--- config.mk ---
export PLATFORM = sky130hd
export DESIGN_NAME = rx_word_buffer
export DESIGN_NICKNAME = d
export VERILOG_FILES = /design/src/rtl/rxb_pkg.sv /design/src/rtl/rxb_fifo.sv /design/src/rtl/rxb_flags.sv /design/src/rtl/rx_word_buffer.sv
export SDC_FILE = /design/constraint.sdc
export NUM_CORES = 1
export LEC_CHECK = 0
export BUFFER_PORTS_ARGS = -buffer_cell sky130_fd_sc_hd__buf_2
export CORE_UTILIZATION = 56
export CTS_BUF_LIST = sky130_fd_sc_hd__clkbuf_8
export DETAILED_ROUTE_END_ITERATION = 6
export PLACE_DENSITY = 0.82
export SLEW_MARGIN = 20
export SYNTH_ARGS = -nofsm -noshare
export SYNTH_HDL_FRONTEND = slang
export SYNTH_SLANG_ARGS = --single-unit
--- constraint.sdc ---
create_clock -name clk -period 2.5 [get_ports clk]
set_clock_uncertainty 0.2 [all_clocks]
set_input_delay 0.375 -clock clk [delete_from_list [all_inputs] [get_ports clk]]
set_output_delay 0.375 -clock clk [all_outputs]
set_load 0.05 [all_outputs]
--- src/rtl/rxb_pkg.sv ---
package rxb_pkg;

    // Error bits that travel with every buffered word
    typedef struct packed {
        logic frame;
        logic parity;
    } rxb_err_t;

    localparam rxb_err_t RXB_ERR_NONE = '{frame: 1'b0, parity: 1'b0};

    // Effect of one cycle's register accesses on the clear sequence
    typedef enum logic [1:0] {
        ACC_NONE   = 2'd0,
        ACC_STATUS = 2'd1,
        ACC_DATA   = 2'd2,
        ACC_BOTH   = 2'd3
    } rxb_access_t;

endpackage

--- src/rtl/rxb_fifo.sv ---
module rxb_fifo
    import rxb_pkg::*;
#(
    parameter int DATA_W = 8,
    parameter int DEPTH  = 2,
    localparam int PTR_W = (DEPTH > 1) ? $clog2(DEPTH) : 1,
    localparam int CNT_W = $clog2(DEPTH + 1)
) (
    input  logic              clk,
    input  logic              rst,
    input  logic              push,
    input  logic              pop,
    input  logic [DATA_W-1:0] in_data,
    input  rxb_err_t          in_err,
    output logic [DATA_W-1:0] head_data,
    output rxb_err_t          head_err,
    output logic              empty,
    output logic              full
);

    logic [DATA_W-1:0] slot_data [DEPTH];
    rxb_err_t          slot_err  [DEPTH];
    logic [PTR_W-1:0]  wr_ptr;
    logic [PTR_W-1:0]  rd_ptr;
    logic [CNT_W-1:0]  count;

    localparam logic [PTR_W-1:0] LAST = PTR_W'(DEPTH - 1);

    for (genvar i = 0; i < DEPTH; i++) begin : g_slot
        always_ff @(posedge clk) begin
            if (rst) begin
                slot_data[i] <= '0;
                slot_err[i]  <= RXB_ERR_NONE;
            end else if (push && (wr_ptr == PTR_W'(i))) begin
                slot_data[i] <= in_data;
                slot_err[i]  <= in_err;
            end
        end
    end

    always_ff @(posedge clk) begin
        if (rst) begin
            wr_ptr <= '0;
            rd_ptr <= '0;
            count  <= '0;
        end else begin
            if (push) wr_ptr <= (wr_ptr == LAST) ? '0 : wr_ptr + 1'b1;
            if (pop)  rd_ptr <= (rd_ptr == LAST) ? '0 : rd_ptr + 1'b1;
            case ({push, pop})
                2'b10:   count <= count + 1'b1;
                2'b01:   count <= count - 1'b1;
                default: count <= count;
            endcase
        end
    end

    assign empty     = (count == '0);
    assign full      = (count == CNT_W'(DEPTH));
    assign head_data = slot_data[rd_ptr];
    assign head_err  = empty ? RXB_ERR_NONE : slot_err[rd_ptr];

endmodule

--- src/rtl/rxb_flags.sv ---
module rxb_flags
    import rxb_pkg::*;
(
    input  logic clk,
    input  logic rst,
    input  logic stat_rd,
    input  logic data_rd,
    input  logic noise_evt,
    input  logic overrun_evt,
    output logic overrun,
    output logic noise
);

    rxb_access_t acc;
    logic        armed;
    logic        clr;

    assign acc = rxb_access_t'({data_rd, stat_rd});
    assign clr = (acc == ACC_DATA) && armed;

    always_ff @(posedge clk) begin
        if (rst) begin
            armed <= 1'b0;
        end else begin
            case (acc)
                ACC_STATUS: armed <= 1'b1;
                ACC_DATA,
                ACC_BOTH:   armed <= 1'b0;
                default:    armed <= armed;
            endcase
        end
    end

    // A new event in the clearing cycle wins over the clear
    always_ff @(posedge clk) begin
        if (rst) begin
            overrun <= 1'b0;
            noise   <= 1'b0;
        end else begin
            if (overrun_evt)  overrun <= 1'b1;
            else if (clr)     overrun <= 1'b0;
            if (noise_evt)    noise   <= 1'b1;
            else if (clr)     noise   <= 1'b0;
        end
    end

endmodule

--- src/rtl/rx_word_buffer.sv ---
module rx_word_buffer
    import rxb_pkg::*;
#(
    parameter int DATA_W = 8,
    parameter int DEPTH  = 2
) (
    input  logic              clk,
    input  logic              rst,
    input  logic              wr_valid,
    input  logic [DATA_W-1:0] wr_data,
    input  logic              wr_frm_err,
    input  logic              wr_par_err,
    input  logic              wr_noise,
    input  logic              stat_rd,
    input  logic              data_rd,
    input  logic              rx_irq_en,
    output logic [DATA_W-1:0] rd_data,
    output logic              st_avail,
    output logic              st_overrun,
    output logic              st_noise,
    output logic              st_frm_err,
    output logic              st_par_err,
    output logic              irq
);

    logic              fifo_empty;
    logic              fifo_full;
    logic              pop;
    logic              push;
    logic              overrun_evt;
    logic [DATA_W-1:0] head_data;
    rxb_err_t          head_err;
    rxb_err_t          in_err;

    assign in_err      = '{frame: wr_frm_err, parity: wr_par_err};
    assign pop         = data_rd && !fifo_empty;
    assign push        = wr_valid && (!fifo_full || pop);
    assign overrun_evt = wr_valid && fifo_full && !pop;

    rxb_fifo #(.DATA_W(DATA_W), .DEPTH(DEPTH)) u_fifo (
        .clk       (clk),
        .rst       (rst),
        .push      (push),
        .pop       (pop),
        .in_data   (wr_data),
        .in_err    (in_err),
        .head_data (head_data),
        .head_err  (head_err),
        .empty     (fifo_empty),
        .full      (fifo_full)
    );

    rxb_flags u_flags (
        .clk         (clk),
        .rst         (rst),
        .stat_rd     (stat_rd),
        .data_rd     (data_rd),
        .noise_evt   (push && wr_noise),
        .overrun_evt (overrun_evt),
        .overrun     (st_overrun),
        .noise       (st_noise)
    );

    always_ff @(posedge clk) begin
        if (rst)      rd_data <= '0;
        else if (pop) rd_data <= head_data;
    end

    assign st_avail   = !fifo_empty;
    assign st_frm_err = head_err.frame;
    assign st_par_err = head_err.parity;
    assign irq        = rx_irq_en && (st_avail || st_overrun);

endmodule

==> implementation parameters, run 1 <==
Parameter                              Value

Route
  Total wirelength of the detailed-routed design ... 2.48 mm
  Antenna viol nets, final ... 0
  Total vias in the final route ... 978
  Number of remaining DRC errors ... 0
  Number of detailed-route iterations in the first pass ... 4
  Detail-routed via count per cell ... 5.32
  Iteration-0 DRC Markers ... 8
  Wire per inst ... 13.5 microns

Global routing
  Largest net degree at the start of global routing ... 21
  Initial antenna violation count ... 0
  Number of global-route vias before repair ... 888
  Global-route met3 utilization ... 0.0593
  Wire length of the first global-routing pass ... 3.78 mm
  Met2 Use GR ... 0.364
  GRT Total Usage ... 0.195
  Layer with the highest usage ... met2
  Remaining global-route overflow ... 0
  Met1 Use GR ... 0.191

Logic synthesis
  Number of flops mapped to enable cells by yosys ... 20
  Cell type contributing the most total cell area after synthesis ... sky130_fd_sc_hd__edfxtp_1
  Most repeated cell in the gate-level netlist after synthesis ... sky130_fd_sc_hd__edfxtp_1
  Cell types occupying the most area after synthesis ... sky130_fd_sc_hd__edfxtp_1, sky130_fd_sc_hd__dfxtp_1, sky130_fd_sc_hd__mux2i_1, sky130_fd_sc_hd__and2_4, sky130_fd_sc_hd__nor2_1
  Top FF cell, synth ... sky130_fd_sc_hd__edfxtp_1
  Yosys warning count ... 0
  Post-Syn Instances ... 121
  List of most frequent post-synthesis cells ... sky130_fd_sc_hd__edfxtp_1, sky130_fd_sc_hd__nor2_1, sky130_fd_sc_hd__dfxtp_1
  Sequential cell area fraction in the yosys report ... 0.607
  Number of flip-flops and latches in the synthesized netlist ... 36
  Number of distinct library cell variants in the gate-level netlist after synthesis ... 32
  Net Count, Synth ... 139
  Post-synth ARST share ... 0
  Syn Std Cell Area ... 1520 sq um
  Average instance area after synthesis ... 12.5 sq um
  Top cell type's share of synthesized area ... 0.396

STA
  Post-Route Hold Slack ... 0.130 ns
  Sum of negative setup slack ... 0 ns
  Final number of hold-violating endpoints ... 0
  Relative max-transition margin ... 0.394
  # setup viols final ... 0
  F_max ... 483 MHz
  Min Clock Period, post-route ... 2.07 ns
  RSZ-0062 raised after global routing ... false
  Max Transition Viols Final ... 0
  Share of the clock period used by the worst path after layout ... 0.828
  Worst-margin pin slew ... 0.907 ns

Clocking
  Hold-fix buffers, CTS ... 0
  Buffers inserted by post-CTS timing repair ... 0
  Maximum level of the CTS H-tree ... 2
  Post-CTS clock slew at the launch and capture registers of the worst setup and hold paths ... 0.07 ns
  CTS tree ... yes
  CTS buffer count ... 5
  Count of instances resized after the clock tree is built ... 0
  CTS Root Buffer Type ... sky130_fd_sc_hd__clkbuf_8
  Clock network latency to the later pin of the worst-skew pair ... 0.28 ns
  Clock tree buffer depth ... 2
  CTS Sinks ... 36

Cells and area
  Post-Layout Cell Count ... 184
  Area occupied by multi-input gates ... 551 sq um
  Share of cells above drive strength 1 ... 0.344
  Combined flip-flop and latch cell area ... 921 sq um
  Net count, final ... 171
  Fill cell instance count of the final layout ... 184
  Count of antenna diodes in the layout ... 0
  Area Overhead vs Synth ... 16.7%

Pwr
  Part of the power in combinational logic ... 0.347
  Power per Cell Area ... 1070 nW/um^2
  Part of the total power dissipated in the clock network ... 0.215
  Power dissipated by switching net loads ... 0.723 mW
  Leak pwr ... 0.740 nW
  Switching part of the total power ... 0.380
  Fraction of power consumed by sequential logic ... 0.437
  Peak VDD IR ... 0.000746 V
  Int Pwr ... 1.18 mW
  Design Power ... 1.90 mW

Place
  HPWL after DPL ... 1.74 mm
  Number of input and output port buffers inserted ... 30
  Instance count after placement with tap cells included ... 176
  Gp weighted congestion ... 0.693

Setup path
  Critical path depth in cells ... 3
  Worst reg2reg setup slack ... 0.43 ns
  Slowest CP cell ... sky130_fd_sc_hd__o21bai_1
  Cell type group with the largest total delay on the critical path ... compound AO/OA/AOI/OAI gates
  Arrival @ worst endpoint ... 1.77 ns
  Crit path to ... u_fifo.slot_data[0][4]$_SDFFCE_PN0P_
  Reg-to-reg endpoint ... u_fifo.slot_data[0][4]$_SDFFCE_PN0P_
  Max Fanout on Critical Path ... 10
  Type of the worst setup path ... reg2reg
  Maximum single-stage delay on the critical path ... 0.73 ns
  R2r startpoint ... u_fifo.count[0]$_SDFFE_PP0P_
  Kind of start point of the critical path ... register
  Buf/Inv on CP ... 0
  Cell Chain, Critical Path ... or3b_4 -> nand2_1 -> o21bai_1
  Data required time at the worst endpoint ... 2.20 ns
  Worst Setup End Kind ... register
  Number of cell instances on the worst register-to-register path ... 3
  Launch point of the critical path ... u_fifo.count[0]$_SDFFE_PP0P_

Outcome
  Result of the run ... finished, final reports clean

Min path
  Path class of the lowest-slack min-delay path ... in2reg

Floorplan
  Die footprint ... 2920 sq um
  Area of the core ... 2520 sq um
  Starting Density ... 0.602
  Total I/O pin count ... 31
  Chip Width ... 54.1 microns
  Row cnt ... 18
  Die outline height ... 54.1 microns

Job
  Count of max-cap constraint violations ... 0
final cells by class:
class                   instances  share of cell area
flip-flops and latches         36               0.520
repair buffers                 32              0.0933
well taps                      30              0.0212
clock inverters                 2             0.00565
inverters                       1             0.00212
clock buffers                   6              0.0466
multi-input cells              77               0.311
power by group through the flow:
stage	registers, mW	clock network, mW	logic [mW]
floorplan	0.960	0	0.409
global placement	0.838	0	0.648
detailed placement	0.846	0	0.665
CTS	0.833	0.422	0.666
global route	0.848	0.444	0.710
finish	0.831	0.409	0.660
routing by layer:
metal | vias to the layer above | wire length (microns)
li1 | 492 | -
met1 | 466 | 999
met2 | 18 | 1390
met3 | 2 | 80
met4 | 0 | 10
met5 | - | 0
worst min path at each step:
stage                                     startpoint                    endpoint  slack (ns)  cells past startpoint
final                                        data_rd  u_flags.armed$_SDFFE_PP0P_        0.13                      2
after global placement    u_flags.noise$_SDFFE_PP0P_  u_flags.noise$_SDFFE_PP0P_        0.28                      2
after detailed placement  u_flags.noise$_SDFFE_PP0P_  u_flags.noise$_SDFFE_PP0P_        0.28                      2
after floorplan                              data_rd  u_flags.armed$_SDFFE_PP0P_        0.25                      1
after global routing                         data_rd  u_flags.armed$_SDFFE_PP0P_        0.13                      2
after CTS                                    data_rd  u_flags.armed$_SDFFE_PP0P_        0.12                      2
metrics by stage:
step | cell area (sq um) | setup slack (ns) | util
floorplan | 1520 | 0.632 | -
global placement | 1680 | 0.488 | 0.665
detailed placement | 1680 | 0.379 | 0.665
CTS | 1770 | 0.388 | 0.702
global route | 1770 | 0.252 | 0.702
finish | 1770 | 0.430 | 0.702
kinds of logic (layout without fill, tap and decap cells):
group	after synthesis	in the layout	synth area share
xor gates and xnor gates	3	3	0.0173
muxes	10	10	0.0660
AOI/OAI and AO/OA	17	17	0.0824
and+or+nand+nor	46	46	0.189
DFF	36	36	0.607
adders and majority gates	1	1	0.00824
buffers and inverters	8	41	0.0305
state kept, by name (all words and copies together), names as in the netlist, named ones only:
name,count
rd_data,8
u_fifo.count,2
u_fifo.rd_ptr,1
u_fifo.slot_data,16
u_fifo.slot_err,4
u_fifo.wr_ptr,1
u_flags.armed,1
u_flags.noise,1
u_flags.overrun,1
cells in the final DEF (no fill, tap or decap):
cell,instances
sky130_fd_sc_hd__a211oi_1,8
sky130_fd_sc_hd__a21o_1,1
sky130_fd_sc_hd__a21oi_1,1
sky130_fd_sc_hd__a22oi_1,1
sky130_fd_sc_hd__a31o_2,1
sky130_fd_sc_hd__a32oi_1,1
sky130_fd_sc_hd__and2_1,10
sky130_fd_sc_hd__and2_4,10
sky130_fd_sc_hd__and4b_1,1
sky130_fd_sc_hd__buf_2,30
sky130_fd_sc_hd__buf_4,2
sky130_fd_sc_hd__clkbuf_8,6
sky130_fd_sc_hd__clkinv_2,2
sky130_fd_sc_hd__dfxtp_1,16
sky130_fd_sc_hd__edfxtp_1,20
sky130_fd_sc_hd__ha_1,1
sky130_fd_sc_hd__inv_1,1
sky130_fd_sc_hd__mux2i_1,10
sky130_fd_sc_hd__nand2_1,1
sky130_fd_sc_hd__nand3b_1,1
sky130_fd_sc_hd__nor2_1,17
sky130_fd_sc_hd__nor2b_1,1
sky130_fd_sc_hd__nor3_1,1
sky130_fd_sc_hd__nor3b_1,1
sky130_fd_sc_hd__nor4b_2,1
sky130_fd_sc_hd__o21a_1,2
sky130_fd_sc_hd__o21ai_0,1
sky130_fd_sc_hd__o21bai_1,1
sky130_fd_sc_hd__or3_1,1
sky130_fd_sc_hd__or3b_4,1
sky130_fd_sc_hd__xnor2_1,2
sky130_fd_sc_hd__xor2_1,1
(Power assumes the default switching activity.)
==> run 2, diff against run 1 <==
- CORE_UTILIZATION: 56 -> 50
- PLACE_DENSITY: 0.82 -> 0.78
- clock period: 2.5 -> 1.7 ns (I/O delays scaled with it)
==> run 2 against run 1 <==
Design area rose by 6.6%. First-iteration DRC count rose to 9.0 times the previous value. Wire length rose by 7.7%. Hold slack got worse by 0.10 ns. Critical path type unchanged. The run now ends with design-rule violations, negative setup slack left. Largest power group unchanged. Maximum frequency rose by 15%. Total power rose by 54%. Sequential share of layout area fell by 3.1 points.
==> implementation parameters, run 2 (synthesis results as in run 1) <==
Parameter                              Value

STA
  F_max ... 556 MHz (+15%)
  RSZ-0062 raised after global routing ... true
  Max Transition Viols Final ... 0 (unchanged)
  Share of the clock period used by the worst path after layout ... 1.06 (+0.229)
  Relative max-transition margin ... 0.632 (+0.238)
  Post-Route Hold Slack ... 0.0266 ns (-0.104 ns)
  Min Clock Period, post-route ... 1.80 ns (-0.273 ns)
  Final number of hold-violating endpoints ... 0 (unchanged)
  # setup viols final ... 22 (+22)
  Worst-margin pin slew ... 0.549 ns (-0.358 ns)
  Sum of negative setup slack ... -0.636 ns (-0.636 ns)
  Post-route setup slack ... -0.0973 ns (-0.527 ns)

Clocking
  Hold-fix buffers, CTS ... 0 (unchanged)
  Buffers inserted by post-CTS timing repair ... 0 (unchanged)
  CTS buffer count ... 5 (unchanged)
  CTS Root Buffer Type ... sky130_fd_sc_hd__clkbuf_8
  Post-CTS clock slew at the launch and capture registers of the worst setup and hold paths ... 0.07 ns (about the same)
  Maximum level of the CTS H-tree ... 2 (unchanged)
  Clock tree buffer depth ... 2 (unchanged)
  Clock network latency to the later pin of the worst-skew pair ... 0.29 ns (about the same)
  CTS tree ... yes
  CTS Sinks ... 36 (unchanged)

Pwr
  Power per Cell Area ... 1550 nW/um^2 (+45%)
  Int Pwr ... 1.82 mW (+55%)
  Fraction of power consumed by sequential logic ... 0.404 (-0.033)
  Part of the total power dissipated in the clock network ... 0.211 (-0.004)
  Switching part of the total power ... 0.378 (-0.00220)
  Power dissipated by switching net loads ... 1.11 mW (+53%)
  Peak VDD IR ... 0.000660 V (-12%)
  Leak pwr ... 0.799 nW (+7.9%)
  Part of the power in combinational logic ... 0.386 (+0.039)

Place
  Instance count after placement with tap cells included ... 188 (+6.8%)
  Number of input and output port buffers inserted ... 30 (unchanged)
  Gp weighted congestion ... 0.789 (+14%)
  HPWL after DPL ... 1.97 mm (+13%)

Floorplan
  Die footprint ... 3260 sq um (+12%)
  Row cnt ... 19 (+1)
  Chip Width ... 57.1 microns (+5.6%)
  Starting Density ... 0.541 (-0.0607)
  Die outline height ... 57.1 microns (+5.6%)
  Area of the core ... 2810 sq um (+11%)
  Total I/O pin count ... 31 (unchanged)

Cells and area
  Max reg flops ... 16 (unchanged)
  Net count, final ... 182 (+6.4%)
  Fill cell instance count of the final layout ... 217 (+18%)
  Post-layout utilization of the core ... 0.673 (-0.0293)
  Share of cells above drive strength 1 ... 0.418 (+0.0740)
  Commonest cells after routing, fill and taps aside ... sky130_fd_sc_hd__buf_2, sky130_fd_sc_hd__edfxtp_1, sky130_fd_sc_hd__nor2_1
  Post-Layout Cell Count ... 196 (+6.5%)
  Area occupied by multi-input gates ... 581 sq um (+5.5%)
  Area Overhead vs Synth ... 24.3%
  Most frequent standard cell in the layout excluding fill and tap cells ... sky130_fd_sc_hd__buf_2
  Combined flip-flop and latch cell area ... 923 sq um (+0.27%)
  Count of antenna diodes in the layout ... 0 (unchanged)
  Largest registers in the final layout ... u_fifo.slot_data x16, rd_data x8, u_fifo.slot_err x4
  Most flops, register ... u_fifo.slot_data

Setup path
  Max Fanout on Critical Path ... 4 (-6)
  Kind of start point of the critical path ... register
  Reg-to-reg endpoint ... u_fifo.count[1]$_SDFFE_PP0P_
  Type of the worst setup path ... reg2reg
  Data required time at the worst endpoint ... 1.72 ns (-0.48 ns)
  R2r startpoint ... u_fifo.count[1]$_SDFFE_PP0P_
  Worst reg2reg setup slack ... -0.1 ns (-0.53 ns)
  Launch point of the critical path ... u_fifo.count[1]$_SDFFE_PP0P_
  Worst Setup End Kind ... register
  Arrival @ worst endpoint ... 1.82 ns (+0.05 ns)
  Number of cell instances on the worst register-to-register path ... 5 (+2)

Job
  Count of max-cap constraint violations ... 0 (unchanged)

Min path
  Endpoint of the worst hold path ... u_flags.noise$_SDFFE_PP0P_
  Path class of the lowest-slack min-delay path ... in2reg
  Worst min-delay path startpoint ... wr_noise
  Count of cells along the worst hold path ... 3 (+1)

Route
  Iteration-0 DRC Markers ... 72 (+64)
  Detail-routed via count per cell ... 5.14 (-3.3%)
  Number of detailed-route iterations in the first pass ... 5 (+1)
  Wire per inst ... 13.6 microns (+1.1%)
  Total vias in the final route ... 1,007 (+3.0%)
  Number of remaining DRC errors ... 4 (+4)
  Antenna viol nets, final ... 0 (unchanged)
  Total wirelength of the detailed-routed design ... 2.67 mm (+7.7%)

Global routing
  Number of global-route vias before repair ... 1,061 (+19%)
  Wire length of the first global-routing pass ... 4.48 mm (+18%)
  Largest net degree at the start of global routing ... 19 (-9.5%)
  Remaining global-route overflow ... 0 (unchanged)
  Initial antenna violation count ... 0 (unchanged)
  GRT Total Usage ... 0.192 (-0.00269)

Outcome
  Result of the run ... finished, violations left
  Failing checks ... design-rule violations, negative setup slack
## run 2: changes by cell type in the layout (fill, tap and decap cells not counted), sizes merged
cell	change
buf	+11
## run 2: critical path, stage by stage, from the launching register on
cell	delay, ns
sky130_fd_sc_hd__dfxtp_2	0.35
sky130_fd_sc_hd__or3b_4	0.42
sky130_fd_sc_hd__nand2_4	0.08
sky130_fd_sc_hd__ha_4	0.19
sky130_fd_sc_hd__or3_1	0.35
sky130_fd_sc_hd__a21oi_1	0.13
## run 2: how the worst max path moves through the flow
stage / endpoint / slack (ns) / cells past startpoint
2_1_floorplan: u_fifo.slot_data[0][0]$_SDFFCE_PN0P_ / -0.03 / 3
3_3_place_gp: u_fifo.slot_err[1][0]$_SDFFCE_PN0P_ / -0.08 / 4
3_5_place_dp: u_fifo.slot_err[0][1]$_SDFFCE_PN0P_ / -0.16 / 5
4_1_cts: u_fifo.count[1]$_SDFFE_PP0P_ / -0.1 / 5
5_1_grt: u_fifo.count[1]$_SDFFE_PP0P_ / -0.16 / 5
6_report: u_fifo.count[1]$_SDFFE_PP0P_ / -0.1 / 5
## run 2: stage by stage
stage / setup slack (ns) / cell area [sq um] / total power, mW
finish: -0.0973 / 1890 / 2.93
global route: -0.159 / 1890 / 3.10
CTS: -0.0996 / 1890 / 2.96
floorplan: -0.0270 / 1550 / 2.05
global placement: -0.0849 / 1780 / 2.30
detailed placement: -0.163 / 1780 / 2.34
## run 2: layout make-up
class	count	area share
clock buffer	6	0.0438
clock inverter	2	0.00531
inverter	1	0.00199
multi-input combinational	77	0.308
sequential	36	0.489
tap	31	0.0206
timing repair buffer	43	0.131
## run 2: repair_timing
action                                 in CTS  in global routing
endpoints found under the hold margin       0                  0
pin swaps                                   0                  0
resized for setup                           1                  1
setup endpoints to repair                  32                 23
## run 2: power groups by stage
stage	Combinational [mW]	Sequential, mW	Clock [mW]
floorplan	0.635	1.42	0
global placement	1.11	1.19	0
detailed placement	1.14	1.20	0
CTS	1.15	1.18	0.627
global route	1.22	1.20	0.676
finish	1.13	1.18	0.618
## run 2: metal layers
| metal | GRT usage | vias to the layer above | wire, microns | share of wire |
|---|---|---|---|---|
| li1 | - | 509 | - | - |
| met1 | 0.201 | 477 | 1050 | 0.39 |
| met3 | 0.0680 | 5 | 99 | 0.037 |
| met5 | 0 | - | 0 | 0 |
| met4 | 0.105 | 0 | 60 | 0.022 |
| met2 | 0.336 | 16 | 1460 | 0.55 |
==> run 3, diff against run 2 <==
- CORE_UTILIZATION: 50 -> 51
- PLACE_DENSITY: 0.78 -> 0.82
- REMOVE_ABC_BUFFERS: not set -> 1
- SYNTH_HIERARCHICAL: not set -> 1
==> run 3 against run 2 <==
The run ends with negative setup slack left. Wire length grew 30%. Non-clock buffer count grew 11. Cell count grew 24%.
==> implementation parameters, run 3 <==
Parameter                              Value

Outcome
  Result of the run ... finished, violations left
  Failing checks ... negative setup slack

Route
  Number of remaining DRC errors ... 0 (-4)
  Routed length on met3 ... 145 microns (+46%)
  Met2 wire length ... 1.86 mm (+27%)
  Detail-routed via count per cell ... 5.10 (-0.68%)
  Iteration-0 DRC Markers ... 41 (-43%)
  Detailed-routing wirelength on met1 ... 1.38 mm (+31%)
  Total vias in the final route ... 1,240 (+23%)
  Total wirelength of the detailed-routed design ... 3.46 mm (+30%)
  Number of detailed-route iterations in the first pass ... 4 (-1)
  Wire per inst ... 14.2 microns (+4.5%)
  Top layer used by detailed routing ... met4
  Antenna viol nets, final ... 0 (unchanged)

Setup path
  R2r startpoint ... u_fifo/count[0]$_SDFFE_PP0P_
  Arrival @ worst endpoint ... 1.87 ns (+0.05 ns)
  Worst reg2reg setup slack ... -0.15 ns (-0.05 ns)
  Worst Setup End Kind ... register
  Max Fanout on Critical Path ... 3 (-1)
  Launch point of the critical path ... u_fifo/count[0]$_SDFFE_PP0P_
  Data required time at the worst endpoint ... 1.73 ns (about the same)
  Kind of start point of the critical path ... register
  Type of the worst setup path ... reg2reg

STA
  Post-route setup slack ... -0.149 ns (-0.0521 ns)
  F_max ... 541 MHz (-2.8%)
  Relative max-transition margin ... 0.788 (+0.156)
  Max Transition Viols Final ... 0 (unchanged)
  # setup viols final ... 13 (-41%)
  Final number of hold-violating endpoints ... 0 (unchanged)
  Min Clock Period, post-route ... 1.85 ns (+0.0521 ns)
  Share of the clock period used by the worst path after layout ... 1.09 (+0.0307)
  Worst-margin pin slew ... 0.309 ns (-0.240 ns)
  RSZ-0062 raised after global routing ... true

Cells and area
  Largest registers in the final layout ... u_fifo/slot_data x16, rd_data x8, u_fifo/slot_err x4
  Count of antenna diodes in the layout ... 0 (unchanged)
  Area Overhead vs Synth ... 35.7%
  Max reg flops ... 16 (unchanged)
  Share of cells above drive strength 1 ... 0.472 (+0.0542)
  Post-Layout Cell Count ... 243 (+24%)
  Net count, final ... 216 (+19%)
  Final cell area excluding filler cells ... 2200 sq um (+17%)
  Commonest cells after routing, fill and taps aside ... sky130_fd_sc_hd__buf_2, sky130_fd_sc_hd__nor2_1, sky130_fd_sc_hd__buf_4
  Most flops, register ... u_fifo/slot_data
  Post-layout utilization of the core ... 0.727 (+0.0547)

Logic synthesis
  Number of distinct library cell variants in the gate-level netlist after synthesis ... 26 (-19%)
  Number of flip-flops and latches in the synthesized netlist ... 36 (unchanged)
  Most repeated cell in the gate-level netlist after synthesis ... sky130_fd_sc_hd__nor2_1
  Sequential cell area fraction in the yosys report ... 0.567 (-0.0393)
  Top cell type's share of synthesized area ... 0.370 (-0.0256)
  Post-synthesis share of cell area spent on full adders, half adders and majority gates ... 0.00771 (-0.000534)
  Post-synthesis share of cell area spent on xor and xnor gates ... 0.0162 (-0.00112)
  Compound-gate portion of the synthesized area ... 0.0648 (-0.0177)
  Number of flops mapped to enable cells by yosys ... 20 (unchanged)
  Multiplexer fraction of the synthesized cell area ... 0.0678 (+0.00190)
  Average instance area after synthesis ... 11.4 sq um (-8.9%)
  Top FF cell, synth ... sky130_fd_sc_hd__edfxtp_1
  Post-Syn Instances ... 142 (+17%)
  Largest family of logic cells by synthesized area ... simple AND/OR/NAND/NOR gates
  Simple logic cell fraction of the synthesized area ... 0.254 (+0.0649)
  Cell type contributing the most total cell area after synthesis ... sky130_fd_sc_hd__edfxtp_1
  Post-synth ARST share ... 0 (unchanged)
  Cell types occupying the most area after synthesis ... sky130_fd_sc_hd__edfxtp_1, sky130_fd_sc_hd__dfxtp_1, sky130_fd_sc_hd__nand2b_1, sky130_fd_sc_hd__nor2_1, sky130_fd_sc_hd__mux2_2
  List of most frequent post-synthesis cells ... sky130_fd_sc_hd__nor2_1, sky130_fd_sc_hd__nand2b_1, sky130_fd_sc_hd__edfxtp_1
  Syn Std Cell Area ... 1620 sq um (+6.9%)
  Yosys warning count ... 6 (+6)

Pwr
  Design Power ... 3.22 mW (+9.9%)
  Int Pwr ... 2.06 mW (+13%)
  Power dissipated by switching net loads ... 1.16 mW (+4.5%)
  Part of the total power dissipated in the clock network ... 0.189 (-0.022)
  Switching part of the total power ... 0.359 (-0.0187)
  Leak pwr ... 0.939 nW (+18%)
  Fraction of power consumed by sequential logic ... 0.365 (-0.039)
  Peak VDD IR ... 0.000880 V (+33%)
  Power per Cell Area ... 1460 nW/um^2 (-5.8%)
  Part of the power in combinational logic ... 0.446 (+0.060)

Clocking
  Clock network latency to the later pin of the worst-skew pair ... 0.29 ns (about the same)
  Maximum level of the CTS H-tree ... 2 (unchanged)
  Hold-fix buffers, CTS ... 0 (unchanged)
  CTS Root Buffer Type ... sky130_fd_sc_hd__clkbuf_8
  Post-CTS clock slew at the launch and capture registers of the worst setup and hold paths ... 0.07 ns (about the same)
  CTS Sinks ... 36 (unchanged)
  Clock tree buffer depth ... 2 (unchanged)
  CTS buffer count ... 5 (unchanged)
  CTS tree ... yes

Floorplan
  Chip Width ... 58.4 microns (+2.3%)
  Area of the core ... 3030 sq um (+7.9%)
  Die outline height ... 58.4 microns (+2.3%)
  Row cnt ... 20 (+1)
  Starting Density ... 0.536 (-0.00508)
  Total I/O pin count ... 31 (unchanged)
  Die footprint ... 3410 sq um (+4.7%)

Min path
  Path class of the lowest-slack min-delay path ... in2reg
  Worst min-delay path startpoint ... stat_rd

Place
  Gp weighted congestion ... 0.744 (-5.8%)
  HPWL after DPL ... 2.21 mm (+12%)
  Instance area after placement ... 1950 sq um (+9.2%)
  Number of input and output port buffers inserted ... 30 (unchanged)
  Post-place setup slack ... -0.248 ns (-0.0846 ns)
  Instance count after placement with tap cells included ... 228 (+21%)

Global routing
  Initial antenna violation count ... 0 (unchanged)
  Number of global-route vias before repair ... 1,214 (+14%)
  Remaining global-route overflow ... 0 (unchanged)
  Wire length of the first global-routing pass ... 5.44 mm (+21%)
  Largest net degree at the start of global routing ... 23 (+4)
  GRT Total Usage ... 0.222 (+0.0302)

Job
  Count of max-cap constraint violations ... 0 (unchanged)
[run 3: cell count changes after synthesis, moves of 10 or more]
cell and delta:
sky130_fd_sc_hd__nand2b_1 +21, sky130_fd_sc_hd__nor2_1 +12, sky130_fd_sc_hd__and2_4 -10, sky130_fd_sc_hd__and2_1 -10
[run 3: final timing paths]
check                           depth (start not counted)                           end
worst min register to register                          2       rd_data[3]$_SDFFE_PP0P_
worst max-delay path                                    7  u_fifo/count[1]$_SDFFE_PP0P_
worst max register to register                          7  u_fifo/count[1]$_SDFFE_PP0P_
worst min-delay path                                    3    u_flags/armed$_SDFFE_PP0P_
[run 3: layout make-up]
cell class,count,area [sq um]
sequential,36,927
fill,214,826
tap,44,55.1
clock buffer,6,82.6
timing repair buffer,54,369
inverter,3,16.3
clock inverter,2,7.51
multi-input combinational,98,744
[run 3: kinds of logic (layout without fill, tap and decap cells)]
group,Yosys count,in the layout
xor gates and xnor gates,3,3
adders and majority gates,1,1
buffers and inverters,8,65
muxes,10,10
DFF,36,36
and+or+nand+nor,70,70
AOI/OAI and AO/OA,14,14
[run 3: metrics by stage]
step | hold WS (ns) | setup TNS [ns]
4_1_cts | 0.0397 | -0.527
6_report | 0.0601 | -0.446
3_3_place_gp | 0.258 | -0.126
2_1_floorplan | 0.124 | -8.66
3_5_place_dp | 0.261 | -0.890
5_1_grt | 0.0823 | -1.25
[run 3: critical path, stage by stage (launching register included)]
cell and delay, ns:
sky130_fd_sc_hd__dfxtp_2 0.35, sky130_fd_sc_hd__and2b_2 0.25, sky130_fd_sc_hd__a21boi_4 0.16, sky130_fd_sc_hd__inv_2 0.07
sky130_fd_sc_hd__ha_4 0.16, sky130_fd_sc_hd__xnor2_2 0.13, sky130_fd_sc_hd__or3_1 0.33, sky130_fd_sc_hd__a21oi_2 0.13
[run 3: repair_timing]
| item | CTS | global route |
|---|---|---|
| setup buffers | 4 | 3 |
| pin swaps | 4 | 4 |
| setup endpoints to repair | 27 | 27 |
| hold endpoints to repair | 0 | 0 |
| resized for setup | 15 | 12 |
[run 3: power by group through the flow]
stage          clock network, mW  logic, mW  registers [mW]
3_3_place_gp                   0       1.10            1.18
3_5_place_dp                   0       1.13            1.19
4_1_cts                    0.617       1.28            1.18
5_1_grt                    0.657       1.53            1.20
6_report                   0.610       1.44            1.18
2_1_floorplan                  0      0.629            1.30
[run 3: layer usage]
layer | track usage | vias up
li1 | - | 607
met1 | 0.256 | 592
met2 | 0.379 | 32
met3 | 0.0637 | 9
met4 | 0.109 | 0
met5 | 0 | -
